$ cat src/rtl/pinbank_pkg.sv
package pinbank_pkg;
  typedef logic [5:0] reg_off_t;

  localparam reg_off_t OFF_DIN  = 6'h04;
  localparam reg_off_t OFF_DOUT = 6'h08;
  localparam reg_off_t OFF_MODE = 6'h0C;
  localparam reg_off_t OFF_PUD  = 6'h10;
  localparam reg_off_t OFF_EVT  = 6'h14;
  localparam reg_off_t OFF_IEN  = 6'h18;
  localparam reg_off_t OFF_FRC  = 6'h1C;
  localparam reg_off_t OFF_POL  = 6'h20;

  localparam logic [1:0] MODE_IN = 2'b00;
  localparam logic [1:0] MODE_PP = 2'b01;
  localparam logic [1:0] MODE_OD = 2'b10;
  localparam logic [1:0] MODE_OS = 2'b11;

  // returns {enable, value}
  function automatic logic [1:0] drive_of(input logic [1:0] mode, input logic d);
    case (mode)
      MODE_PP: drive_of = {1'b1, d};
      MODE_OD: drive_of = {~d, 1'b0};
      MODE_OS: drive_of = {d, 1'b1};
      default: drive_of = 2'b00;
    endcase
  endfunction

  function automatic logic edge_hit(input logic rise_sel, input logic prev, input logic cur);
    edge_hit = rise_sel ? (cur & ~prev) : (prev & ~cur);
  endfunction
endpackage

$ cat src/rtl/pinbank_sync.sv
module pinbank_sync #(
  parameter int W = 8
) (
  input  logic         clk,
  input  logic         rst_n,
  input  logic [W-1:0] d,
  output logic [W-1:0] q
);
  logic [W-1:0] stage1;

  always_ff @(posedge clk or negedge rst_n) begin
    if (!rst_n) begin
      stage1 <= '0;
      q      <= '0;
    end else begin
      stage1 <= d;
      q      <= stage1;
    end
  end
endmodule

$ cat src/rtl/pinbank_port.sv
module pinbank_port
  import pinbank_pkg::*;
#(
  parameter int PW = 8
) (
  input  logic          clk,
  input  logic          rst_n,
  input  logic          active,
  input  logic          wr_en,
  input  reg_off_t      off,
  input  logic [2*PW-1:0] wdata,
  output logic [31:0]   rdata,
  input  logic [PW-1:0] lvl,
  output logic [PW-1:0] oe,
  output logic [PW-1:0] dv,
  output logic [PW-1:0] pu,
  output logic [PW-1:0] det_o,
  output logic [PW-1:0] evt_o,
  output logic [PW-1:0] ien_o,
  output logic [2*PW-1:0] mode_o,
  output logic          irq
);
  logic [PW-1:0]   dout_q, pud_q, evt_q, ien_q, frc_q, pol_q, prev_q;
  logic [2*PW-1:0] mode_q;
  logic [PW-1:0]   det, clr, evt_d;

  always_ff @(posedge clk or negedge rst_n) begin
    if (!rst_n) begin
      dout_q <= '0; pud_q <= '0; ien_q <= '0; frc_q <= '0;
      pol_q  <= '0; mode_q <= '0; prev_q <= '0; evt_q <= '0;
    end else begin
      prev_q <= lvl;
      evt_q  <= evt_d;
      if (wr_en) begin
        case (off)
          OFF_DOUT: dout_q <= wdata[PW-1:0];
          OFF_MODE: mode_q <= wdata;
          OFF_PUD:  pud_q  <= wdata[PW-1:0];
          OFF_IEN:  ien_q  <= wdata[PW-1:0];
          OFF_FRC:  frc_q  <= wdata[PW-1:0];
          OFF_POL:  pol_q  <= wdata[PW-1:0];
          default: ;
        endcase
      end
    end
  end

  assign clr   = (wr_en && off == OFF_EVT) ? wdata[PW-1:0] : '0;
  assign evt_d = active ? ((evt_q & ~clr) | det | frc_q) : evt_q;

  for (genvar i = 0; i < PW; i++) begin : g_pin
    assign det[i] = edge_hit(pol_q[i], prev_q[i], lvl[i]);
    assign {oe[i], dv[i]} = drive_of(mode_q[2*i +: 2], dout_q[i]);
  end

  assign pu     = ~pud_q;
  assign irq    = |(evt_q & ien_q);
  assign det_o  = det;
  assign evt_o  = evt_q;
  assign ien_o  = ien_q;
  assign mode_o = mode_q;

  always_comb begin
    rdata = '0;
    case (off)
      OFF_DIN:  rdata[PW-1:0]   = lvl;
      OFF_DOUT: rdata[PW-1:0]   = dout_q;
      OFF_MODE: rdata[2*PW-1:0] = mode_q;
      OFF_PUD:  rdata[PW-1:0]   = pud_q;
      OFF_EVT:  rdata[PW-1:0]   = evt_q;
      OFF_IEN:  rdata[PW-1:0]   = ien_q;
      OFF_FRC:  rdata[PW-1:0]   = frc_q;
      OFF_POL:  rdata[PW-1:0]   = pol_q;
      default:  rdata = '0;
    endcase
  end
endmodule

$ cat src/rtl/pinbank_ctrl.sv
module pinbank_ctrl
  import pinbank_pkg::*;
#(
  parameter int         NUM_PORTS     = 3,
  parameter int         PINS_PER_PORT = 8,
  parameter int         STRIDE        = 48,
  parameter int         ADDR_W        = 8,
  parameter logic [6:0] VERSION_ID    = 7'h15
) (
  input  logic                               clk,
  input  logic                               rst_n,
  input  logic                               bus_wr,
  input  logic [ADDR_W-1:0]                  bus_addr,
  input  logic [31:0]                        bus_wdata,
  output logic [31:0]                        bus_rdata,
  input  logic [NUM_PORTS*PINS_PER_PORT-1:0] pad_in,
  output logic [NUM_PORTS*PINS_PER_PORT-1:0] pad_oe,
  output logic [NUM_PORTS*PINS_PER_PORT-1:0] pad_out,
  output logic [NUM_PORTS*PINS_PER_PORT-1:0] pad_pu_en,
  output logic [NUM_PORTS-1:0]               irq
);
  localparam int NPIN = NUM_PORTS * PINS_PER_PORT;
  localparam int MW   = 2 * PINS_PER_PORT;

  logic              clk_req, sync_sel;
  logic [NPIN-1:0]   pad_lvl, det_all, evt_all, ien_all;
  logic [NUM_PORTS*MW-1:0] cfg_all;
  logic [ADDR_W-1:0] q_idx, q_off;
  logic              is_ctrl;
  logic [31:0]       ctrl_rd;
  logic [31:0]       prd [NUM_PORTS];
  logic [NUM_PORTS-1:0] port_wr;
  logic              unused_bits;

  assign unused_bits = ^{bus_wdata[31:MW], q_off[ADDR_W-1:6]};

  assign q_idx   = bus_addr / ADDR_W'(STRIDE);
  assign q_off   = bus_addr % ADDR_W'(STRIDE);
  assign is_ctrl = (bus_addr == '0);
  assign ctrl_rd = {16'h0, 7'(NUM_PORTS), VERSION_ID, sync_sel, clk_req};

  always_ff @(posedge clk or negedge rst_n) begin
    if (!rst_n) begin
      clk_req  <= 1'b0;
      sync_sel <= 1'b0;
    end else if (bus_wr && is_ctrl) begin
      clk_req  <= bus_wdata[0];
      sync_sel <= bus_wdata[1];
    end
  end

  pinbank_sync #(.W(NPIN)) sync_i (
    .clk(clk), .rst_n(rst_n), .d(pad_in), .q(pad_lvl)
  );

  for (genvar p = 0; p < NUM_PORTS; p++) begin : g_port
    localparam int LO = p * PINS_PER_PORT;
    assign port_wr[p] = bus_wr && clk_req && !is_ctrl && (q_idx == ADDR_W'(p));

    pinbank_port #(.PW(PINS_PER_PORT)) port_i (
      .clk    (clk),
      .rst_n  (rst_n),
      .active (clk_req),
      .wr_en  (port_wr[p]),
      .off    (q_off[5:0]),
      .wdata  (bus_wdata[MW-1:0]),
      .rdata  (prd[p]),
      .lvl    (pad_lvl[LO +: PINS_PER_PORT]),
      .oe     (pad_oe[LO +: PINS_PER_PORT]),
      .dv     (pad_out[LO +: PINS_PER_PORT]),
      .pu     (pad_pu_en[LO +: PINS_PER_PORT]),
      .det_o  (det_all[LO +: PINS_PER_PORT]),
      .evt_o  (evt_all[LO +: PINS_PER_PORT]),
      .ien_o  (ien_all[LO +: PINS_PER_PORT]),
      .mode_o (cfg_all[p*MW +: MW]),
      .irq    (irq[p])
    );
  end

  always_comb begin
    bus_rdata = '0;
    if (is_ctrl) begin
      bus_rdata = ctrl_rd;
    end else begin
      for (int p = 0; p < NUM_PORTS; p++)
        if (q_idx == ADDR_W'(p)) bus_rdata = prd[p];
    end
  end
endmodule

$ cat config.mk
export PLATFORM = sky130hd
export DESIGN_NAME = pinbank_ctrl
export DESIGN_NICKNAME = d
export VERILOG_FILES = /design/src/rtl/pinbank_pkg.sv /design/src/rtl/pinbank_sync.sv /design/src/rtl/pinbank_port.sv /design/src/rtl/pinbank_ctrl.sv
export SDC_FILE = /design/constraint.sdc
export NUM_CORES = 1
export LEC_CHECK = 0
export BUFFER_PORTS_ARGS = -buffer_cell sky130_fd_sc_hd__buf_2
export CORE_UTILIZATION = 58
export DETAILED_ROUTE_END_ITERATION = 12
export PLACE_DENSITY = 0.8
export SETUP_SLACK_MARGIN = 0.02
export SLEW_MARGIN = 20
export SYNTH_ARGS = -nofsm -noshare
export SYNTH_HDL_FRONTEND = slang
export SYNTH_SLANG_ARGS = --single-unit
$ cat constraint.sdc
create_clock -name clk -period 3.4 [get_ports clk]
set_input_delay 0.68 -clock clk [delete_from_list [all_inputs] [get_ports clk]]
set_output_delay 0.68 -clock clk [all_outputs]
set_load 0.03 [all_outputs]
==> impl_metrics.json, run 1 <==
{
  "vias": 10000,
  "synth_warnings": 0,
  "yosysMostFrequentCell": "dfrtp_1",
  "drt-initial-drc-count": 900,
  "ys_types": 72,
  "fin_nets": 1369,
  "place.gp.congestion": 0.953,
  "synthTopCellsByCount": "266 x dfrtp_1, 141 x mux2_2, 95 x nand2_1",
  "path_class": "input port to output pin",
  "syn_area_per_cell_sq_um": 12.0,
  "powerDensity_nw_per_um2": 449,
  "min_period_ps": 3330,
  "setup_violations": 0,
  "routedWlPerCell_um": 23.1,
  "vias_per_cell": 6.22,
  "holdBufCountCts": 0,
  "dr.pass1.iters": 7,
  "start_util_pct": 59.0,
  "synth_edf_count": 0,
  "coreArea_sq_um": 22600,
  "num_rows": 55,
  "fp.dieW_um": 153,
  "reg2reg_slack_ps": 1240,
  "hold_viol_final": 0,
  "skew_ps": 13.1,
  "tns_ps": 0,
  "track_usage_pct": 32.3,
  "syn2layout_area_growth_pct": 18.0,
  "ys_top_cells_by_area": "dfrtp_1 50%, mux2_2 12%, mux2_1 2.9%, mux2_4 2.7%, nand2_1 2.7%",
  "die_h_um": 153,
  "grt_antenna_before_repair": 1,
  "leakage_nw": 7.55,
  "post-route-util_pct": 69.5,
  "slew_violations": 0,
  "grt_start_max_net_pins": 102,
  "synth_top_area_share_pct": 50.0,
  "ys.flop_type": "dfrtp_1",
  "rsz0062_at_grt": "true",
  "clk_latency_ps": 560,
  "yosysSeqAreaShare_pct": 50.0,
  "finalCritPeriodShare_pct": 98.1,
  "n_fill_cell": 1572,
  "grt_pass1_wl_um": 58400,
  "drcViolationCount": 0,
  "hold_path.class": "input port to async pin",
  "clockRootBuffer": "clkbuf_16",
  "globalRouteOverflowTotal": 0,
  "status": "completed",
  "wl_um": 37100,
  "htree_levels": 1,
  "ios": 174,
  "cts_buffer_depth": 3,
  "maxSlewHeadroom_pct": 43.9,
  "ant_nets": 0,
  "dpl.hpwl_um": 25500,
  "tightestPinTransition_ps": 841,
  "worst_ep_required_time_ps": 2720,
  "synthArstFlopShare_pct": 100,
  "grt_pass1_vias": 10200,
  "port_buffers": 141,
  "timing.fmax_ghz": 0.300,
  "cts_tree": "done",
  "crit_fanout": 17,
  "drv_cap": 0,
  "die_area_sq_um": 23600,
  "layout-drive-gt1-share_pct": 37.5,
  "synth_cells": 1113,
  "critPathCaptureType": "output pin",
  "clk_pin_slew_ps": 60,
  "ys_seq_elements": 266,
  "vdd_ir_drop_max_v": 0.000388,
  "cts_sinks": 266,
  "worstPathArrival_ps": 2650,
  "numCtsBuffers": 28,
  "cp-start-kind": "input port",
  "syn_area_sq_um": 13300,
  "yosys.area.top_type": "dfrtp_1"
}
==> cells by family (layout without fill, tap and decap cells) <==
logic type,after synthesis,after routing,synth area share [%]
xor+xnor,29,29,1.91
simple gates,275,275,11.4
mux,218,218,19.9
buf+inv,105,299,4.60
flops,266,266,50.0
other cells,1,17,0.0282
compound gates,219,219,12.1
==> power by group <==
group	switching, W	internal, W	leakage, nW
registers	0.0000900	0.00327	3.49
logic	0.000394	0.000261	3.61
clock network	0.00128	0.00176	0.453
==> layout make-up <==
type,count,area (sq um),area share (%)
sequential,266,6660,42.4
multi-input combinational,757,6210,39.6
timing repair buffer,222,1450,9.22
clock buffer,40,826,5.26
tap,285,357,2.27
inverter,27,101,0.646
clock inverter,10,95.1,0.606
antenna,1,2.50,0.0159
==> worst paths after layout <==
path	start	end	depth (start not counted)
max in group asynchronous	rst_n	g_port[0].port_i.mode_o[12]	2
min in group clk	pad_in[4]	sync_i.stage1[4]	1
worst min register to register	sync_i.stage1[15]	sync_i.q[15]	0
worst max-delay path	bus_addr[3]	bus_rdata[3]	9
worst min-delay path	rst_n	sync_i.q[21]	1
worst max register to register	clk_req	g_port[0].port_i.evt_o[1]	6
==> worst max-delay path, stage by stage <==
cell       delay (ps)
clkbuf_4          190
buf_4             190
buf_12            180
mux2_2            340
a22oi_1           160
o2bb2ai_1         100
a211oi_1          510
a2111oi_4         100
buf_4             200
==> flip-flops by register name, indices dropped and copies added (netlist names) <==
signal,flops
g_port.port_i.dout_q,24
g_port.port_i.mode_o,48
g_port.port_i.ien_o,24
g_port.port_i.pol_q,24
g_port.port_i.pud_q,24
sync_i.stage1,24
clk_req,1
g_port.port_i.evt_o,24
sync_i.q,24
sync_sel,1
g_port.port_i.frc_q,24
g_port.port_i.prev_q,24
==> through the flow <==
step,hold WS [ps],total power (W),setup slack (ps),cell area (sq um),cells
floorplan,331,0.00375,-247,13400,1128
global placement,331,0.00401,-188,14600,1550
detailed placement,335,0.00403,-156,14600,1550
CTS,220,0.00703,14.0,15500,1600
global route,201,0.00725,6.09,15700,1608
finish,147,0.00705,65.9,15700,1608
==> layout by cell type (no fill, tap or decap), types with 27 or more instances in the layout <==
cell type / count
mux2_1: 34
nand2b_1: 30
buf_4: 77
clkbuf_16: 28
a22oi_1: 30
a21oi_1: 35
nand2_1: 95
mux2_2: 141
dfrtp_1: 265
buf_2: 132
nor2_1: 63
inv_1: 27
==> metal layers <==
layer	part of all wire (%)	vias up	GRT usage, %
li1	-	4367	-
met1	41	4996	44.3
met2	46	547	51.0
met3	9.3	99	6.44
met4	3.3	0	12.4
met5	0	-	0
==> timing repair <==
| action | CTS | global route |
|---|---|---|
| setup endpoints to repair | 6 | 8 |
| pin swaps | 0 | 7 |
| gates resized for setup | 6 | 26 |
| setup buffers | 0 | 7 |
Note: power is estimated with default switching activity, not from simulation.
==> inputs of run 2 (changes only) <==
--- a/config.mk
+++ b/config.mk
@@ -6,9 +6,11 @@
 export NUM_CORES = 1
 export LEC_CHECK = 0
 export BUFFER_PORTS_ARGS = -buffer_cell sky130_fd_sc_hd__buf_2
-export CORE_UTILIZATION = 58
+export CORE_UTILIZATION = 60
+export CTS_BUF_LIST = sky130_fd_sc_hd__clkbuf_2
 export DETAILED_ROUTE_END_ITERATION = 12
-export PLACE_DENSITY = 0.8
+export MAX_ROUTING_LAYER = met4
+export PLACE_DENSITY = 0.82
 export SETUP_SLACK_MARGIN = 0.02
 export SLEW_MARGIN = 20
 export SYNTH_ARGS = -nofsm -noshare
==> run 2 against run 1 <==
  * The flow now finishes with violations (negative setup slack)
  * Worst hold slack got worse by 35 ps
  * Design area about the same
  * Wire length is 2.8% higher
  * Critical path type is now register to output pin
  * Critical endpoint is now bus_rdata[0]
==> impl_metrics.json, run 2 (synthesized netlist as in run 1, its figures left out) <==
{
  "fin_nets": 1442,
  "vias_per_cell": 6.12,
  "ff2ff_path_depth": 5,
  "tns_ps": -116,
  "drv_cap": 0,
  "largest_reg_flops": 48,
  "num_rows": 54,
  "worstHoldStart": "bus_wdata[10]",
  "place_area_sq_um": 14600,
  "syn2layout_area_growth_pct": 18.0,
  "grt_pass1_vias": 10400,
  "final_common_cell": "dfrtp_1",
  "skew_ps": 72.5,
  "path_class": "register to output pin",
  "wl_um": 38100,
  "place.gp.congestion": 0.959,
  "dpl.hpwl_um": 26000,
  "grt_start_max_net_pins": 89,
  "setup_slack_ps": -116,
  "routedWlPerCell_um": 22.5,
  "cts_sinks": 266,
  "status": "finished, violations left",
  "grt_antenna_before_repair": 1,
  "min_period_ps": 3520,
  "reg2reg_slack_ps": 930,
  "clk_pin_slew_ps": 100,
  "port_buffers": 141,
  "fin_cells": 1694,
  "reg2reg_from": "clk_req",
  "crit_fanout": 2,
  "cts_buffer_depth": 3,
  "dp_cells": 1549,
  "finalCritPeriodShare_pct": 103,
  "leakage_nw": 7.68,
  "cp-start-kind": "register",
  "htree_levels": 3,
  "n_fill_cell": 1508,
  "critPathCaptureType": "output pin",
  "cts_tree": "done",
  "worst_ep_required_time_ps": 2720,
  "timing.rr.end": "g_port[0].port_i.evt_o[6]",
  "drcViolationCount": 0,
  "die_area_sq_um": 22800,
  "hold_viol_final": 0,
  "clk_latency_ps": 840,
  "hold_path.class": "input port to register",
  "drt-initial-drc-count": 925,
  "fin_area_sq_um": 15700,
  "start_util_pct": 61.2,
  "maxSlewHeadroom_pct": 53.8,
  "ant_nets": 0,
  "vias": 10400,
  "grt_pass1_wl_um": 58500,
  "violations": "negative setup slack",
  "globalRouteOverflowTotal": 0,
  "timing.fmax_ghz": 0.284,
  "clockRootBuffer": "clkbuf_2",
  "setup_violations": 1,
  "die_h_um": 151,
  "fp.dieW_um": 151,
  "dr.pass1.iters": 6,
  "coreArea_sq_um": 21800,
  "powerDensity_nw_per_um2": 387,
  "vdd_ir_drop_max_v": 0.000253,
  "tightestPinTransition_ps": 693,
  "mostFrequentLayoutCells": "261 x dfrtp_1, 140 x mux2_2, 129 x buf_2, 97 x clkbuf_2, 95 x nand2_1",
  "ios": 174,
  "hold_path_end": "g_port[2].port_i.mode_o[10]",
  "rsz0062_at_grt": "true",
  "cp-startpoint": "g_port[1].port_i.pud_q[0]",
  "slew_violations": 0,
  "track_usage_pct": 35.8,
  "numCtsBuffers": 68,
  "whs_path_depth": 2,
  "layout-drive-gt1-share_pct": 40.8,
  "worstPathArrival_ps": 2840
}
run 2: changes by cell type in the layout (fill, tap and decap cells not counted), moves of 4 or more:
cell / change
clkinv_2: -4
clkbuf_16: -28
clkbuf_2: +97
dlygate4sd3_1: +25
dfrtp_1: -4
clkbuf_8: -8
dfrtp_2: +4
a22oi_1: -4
clkbuf_1: -4
buf_4: +5
clkinv_1: +6
a22oi_2: +4
run 2: critical path: stages (launching register included):
cell and delay, ps:
dfrtp_1 440, mux4_2 480, nor2b_4 140, or3_1 300, a221o_1 360, a2bb2oi_2 170
buf_6 140
run 2: worst max-delay path by stage:
stage	endpoint	slack, ps
finish	bus_rdata[0]	-120
global route	bus_rdata[0]	-140
CTS	bus_rdata[0]	-140
detailed placement	bus_rdata[0]	-50
global placement	bus_rdata[5]	-80
floorplan	bus_rdata[5]	-250
run 2: power breakdown:
part | switching [W] | internal [W]
combinational | 0.000409 | 0.000292
clock | 0.00128 | 0.000751
sequential | 0.0000893 | 0.00326
run 2: layout make-up:
class	count	area [sq um]	share of cell area, %
well taps	280	350	2.23
repair buffers	255	1790	11.4
clock inverters	11	47.5	0.303
flip-flops and latches	266	6660	42.4
multi-input cells	757	6260	39.9
diodes	1	2.50	0.0159
inverters	27	101	0.645
clock buffers	97	485	3.09
run 2: layer usage:
metal  global-route usage, %  wire length (um)  up-vias
met3                    7.71              3690       90
met2                    52.9             17700      567
met5                       -                 0        -
li1                        -                 -     4548
met4                    15.9              1250        0
met1                    47.7             15500     5155
run 2: metrics by stage:
stage	total power, W	utilization, %	hold WS, ps	worst slack [ps]
finish	0.00608	72.2	112	-116
CTS	0.00607	71.2	56.8	-139
global placement	0.00402	67.2	332	-79.1
detailed placement	0.00404	67.2	335	-51.3
global route	0.00632	72.2	80.9	-138
floorplan	0.00375	-	331	-247
run 2: what timing repair did:
item,in CTS,in global routing
hold buffers,25,0
gates resized for setup,19,37
setup buffers,3,8
pin swaps,3,8
setup endpoints to repair,8,8
endpoints found under the hold margin,107,0
==> inputs of run 3 (changes only) <==
--- a/config.mk
+++ b/config.mk
@@ -5,13 +5,14 @@
 export SDC_FILE = /design/constraint.sdc
 export NUM_CORES = 1
 export LEC_CHECK = 0
+export ABC_AREA = 1
 export BUFFER_PORTS_ARGS = -buffer_cell sky130_fd_sc_hd__buf_2
-export CORE_UTILIZATION = 60
+export CORE_UTILIZATION = 31
 export CTS_BUF_LIST = sky130_fd_sc_hd__clkbuf_2
 export DETAILED_ROUTE_END_ITERATION = 12
 export MAX_ROUTING_LAYER = met4
-export PLACE_DENSITY = 0.82
 export SETUP_SLACK_MARGIN = 0.02
+export SKIP_LAST_GASP = 1
 export SLEW_MARGIN = 20
 export SYNTH_ARGS = -nofsm -noshare
 export SYNTH_HDL_FRONTEND = slang
==> run 3 against run 2 <==
  * Synthesized cell count grew 43%
  * Non-clock buffer count up 7
  * Sequential share of layout area fell by 0.53 points
  * Critical path depth is 13 higher
  * Worst hold slack lost 31 ps
  * Register-to-register slack improved by 600 ps
  * Fmax grew 5.3%
  * The flow finishes with violations (design-rule violations)
  * Die area is 87% higher
  * Count of clock-buffer cells in the layout rose by 16
  * Highest routed layer unchanged
  * Wire length up 14%
==> impl_metrics.json, run 3 <==
{
  "powerDensity_nw_per_um2": 388,
  "ios": 174,
  "ys_top_cells_by_area": "dfrtp_1 51%, nand2_1 14%, o21ai_0 5.6%, inv_1 4.3%, o21ai_1 3.4%",
  "rsz0062_at_grt": "true",
  "largest_reg_flops": 48,
  "synthTopCellsByCount": "496 x nand2_1, 266 x dfrtp_1, 147 x inv_1",
  "drv_cap": 0,
  "vias_per_cell": 4.88,
  "dr.pass1.iters": 12,
  "critPathCaptureType": "output pin",
  "timing.fmax_ghz": 0.299,
  "hold-worst-slack_ps": 81.1,
  "syn_area_per_cell_sq_um": 8.16,
  "wl_um": 43400,
  "status": "finished, violations left",
  "grt_pass1_vias": 11600,
  "num_rows": 74,
  "slew_violations": 0,
  "layout-drive-gt1-share_pct": 22.7,
  "vias": 11900,
  "grt_start_max_net_pins": 100,
  "fin_area_sq_um": 15900,
  "yosysMostFrequentCell": "nand2_1",
  "cp-start-kind": "input port",
  "routedWlPerCell_um": 17.8,
  "ff2ff_path_depth": 5,
  "violations": "design-rule violations",
  "place_area_sq_um": 14600,
  "synth_cells": 1588,
  "die_h_um": 206,
  "leakage_nw": 7.67,
  "min_period_ps": 3340,
  "yosys.area.top_type": "dfrtp_1",
  "synth_edf_count": 0,
  "syn2layout_area_growth_pct": 22.6,
  "cts_sinks": 266,
  "ant_nets": 0,
  "crit_fanout": 8,
  "clockRootBuffer": "clkbuf_2",
  "dpl.hpwl_um": 30700,
  "track_usage_pct": 21.5,
  "hold_path.class": "input port to register",
  "grt_pass1_wl_um": 66800,
  "place.gp.congestion": 0.933,
  "globalRouteOverflowTotal": 0,
  "fp.dieW_um": 206,
  "yosysSeqAreaShare_pct": 51.4,
  "path_class": "input port to output pin",
  "tightestPinTransition_ps": 1050,
  "synth_warnings": 0,
  "grt_antenna_before_repair": 3,
  "htree_levels": 3,
  "worstPathArrival_ps": 2660,
  "vdd_ir_drop_max_v": 0.000208,
  "cts_buffer_depth": 3,
  "tns_ps": 0,
  "clk_pin_slew_ps": 90,
  "coreArea_sq_um": 41000,
  "syn_area_sq_um": 13000,
  "post-route-util_pct": 38.7,
  "synthArstFlopShare_pct": 100,
  "port_buffers": 141,
  "drt-initial-drc-count": 1114,
  "ys_seq_elements": 266,
  "maxSlewHeadroom_pct": 29.6,
  "hold_viol_final": 0,
  "ys_types": 43,
  "setup_violations": 0,
  "die_area_sq_um": 42600,
  "clk_latency_ps": 910,
  "fin_nets": 1920,
  "mostFrequentLayoutCells": "488 x nand2_1, 266 x dfrtp_1, 144 x inv_1, 142 x o21ai_0, 130 x buf_2",
  "numCtsBuffers": 74,
  "start_util_pct": 31.6,
  "ys.flop_type": "dfrtp_1",
  "drcViolationCount": 22,
  "finalCritPeriodShare_pct": 98.2,
  "final_common_cell": "nand2_1",
  "skew_ps": 34.2,
  "cts_tree": "done",
  "whs_path_depth": 3,
  "worst_ep_required_time_ps": 2720,
  "synth_top_area_share_pct": 51.4
}
run 3: cell types whose count changed in the layout (fill, tap and decap cells not counted), moves of 30 or more:
cell / delta
inv_1: +117
nand4_1: +63
mux2_1: -34
o21ai_1: +89
mux2_2: -140
nand2_1: +393
o21ai_0: +116
nor2_1: +43
nand2b_1: -30
run 3: worst paths after layout:
kind                             startpoint                     endpoint  slack, ps
min reg2reg                sync_i.stage1[4]                  sync_i.q[4]        340
max in group asynchronous             rst_n    g_port[1].port_i.evt_o[7]       2180
min in group asynchronous             rst_n    g_port[2].port_i.evt_o[4]        380
max                             bus_addr[5]                 bus_rdata[6]         60
min                           bus_wdata[10]  g_port[0].port_i.mode_o[10]         80
max reg2reg                         clk_req    g_port[1].port_i.pud_q[7]       1530
run 3: metrics by stage:
| stage | setup slack, ps | cells | total power [W] |
|---|---|---|---|
| 2_1_floorplan | 210 | 1603 | 0.00365 |
| 3_3_place_gp | -21.3 | 2261 | 0.00394 |
| 3_5_place_dp | -54.0 | 2261 | 0.00395 |
| 4_1_cts | 21.2 | 2420 | 0.00622 |
| 5_1_grt | -12.0 | 2436 | 0.00651 |
| 6_report | 60.8 | 2437 | 0.00617 |
run 3: power by group:
group / switching (W) / internal (W) / total (W) / leakage [nW]
combinational: 0.000438 / 0.000230 / 0.000668 / 3.74
clock: 0.00134 / 0.000867 / 0.00220 / 0.498
sequential: 0.0000647 / 0.00323 / 0.00330 / 3.43
run 3: logic make-up after synthesis:
family                 Yosys count  synth area share [%]
other                            1                0.0289
flip-flops                     266                  51.4
XOR/XNOR                        16                  1.08
AND/OR/NAND/NOR                756                  25.9
AO/OA/AOI/OAI                  301                  12.8
buffers and inverters          248                  8.85
run 3: final cells by class:
class,count,area [sq um]
fill,4186,25100
timing repair buffer,262,1950
tap,532,666
antenna,3,7.51
sequential,266,6660
multi-input combinational,1090,5370
clock inverter,12,48.8
inverter,159,624
clock buffer,113,566
run 3: worst max-delay path: stages:
cell	delay, ps
buf_8	110
nand2_4	70
nand2_4	60
nand3_4	80
nand3_4	90
nand2_4	110
nand2_8	70
nand2_8	150
buf_12	130
clkinv_8	70
nand2_8	70
inv_8	50
nand2_1	50
nand2_1	50
nor2_1	150
nand2_1	80
nand2_1	130
nand4_1	200
buf_4	240
run 3: repair_timing:
action,4_1_cts,5_1_grt
resized for setup,16,57
buffers inserted,0,14
hold endpoints to repair,129,0
hold buffers,33,0
setup endpoints to repair,8,9
pin swaps,2,22
gates cloned,1,0
run 3: layer usage:
metal	part of all wire [%]	up-vias	global-route usage, %	routed length [um]
li1	-	5702	-	-
met1	45	5647	28.8	19400
met2	46	447	32.2	19800
met3	7.0	88	4.08	3050
met4	2.7	0	7.83	1160
met5	0	-	-	0
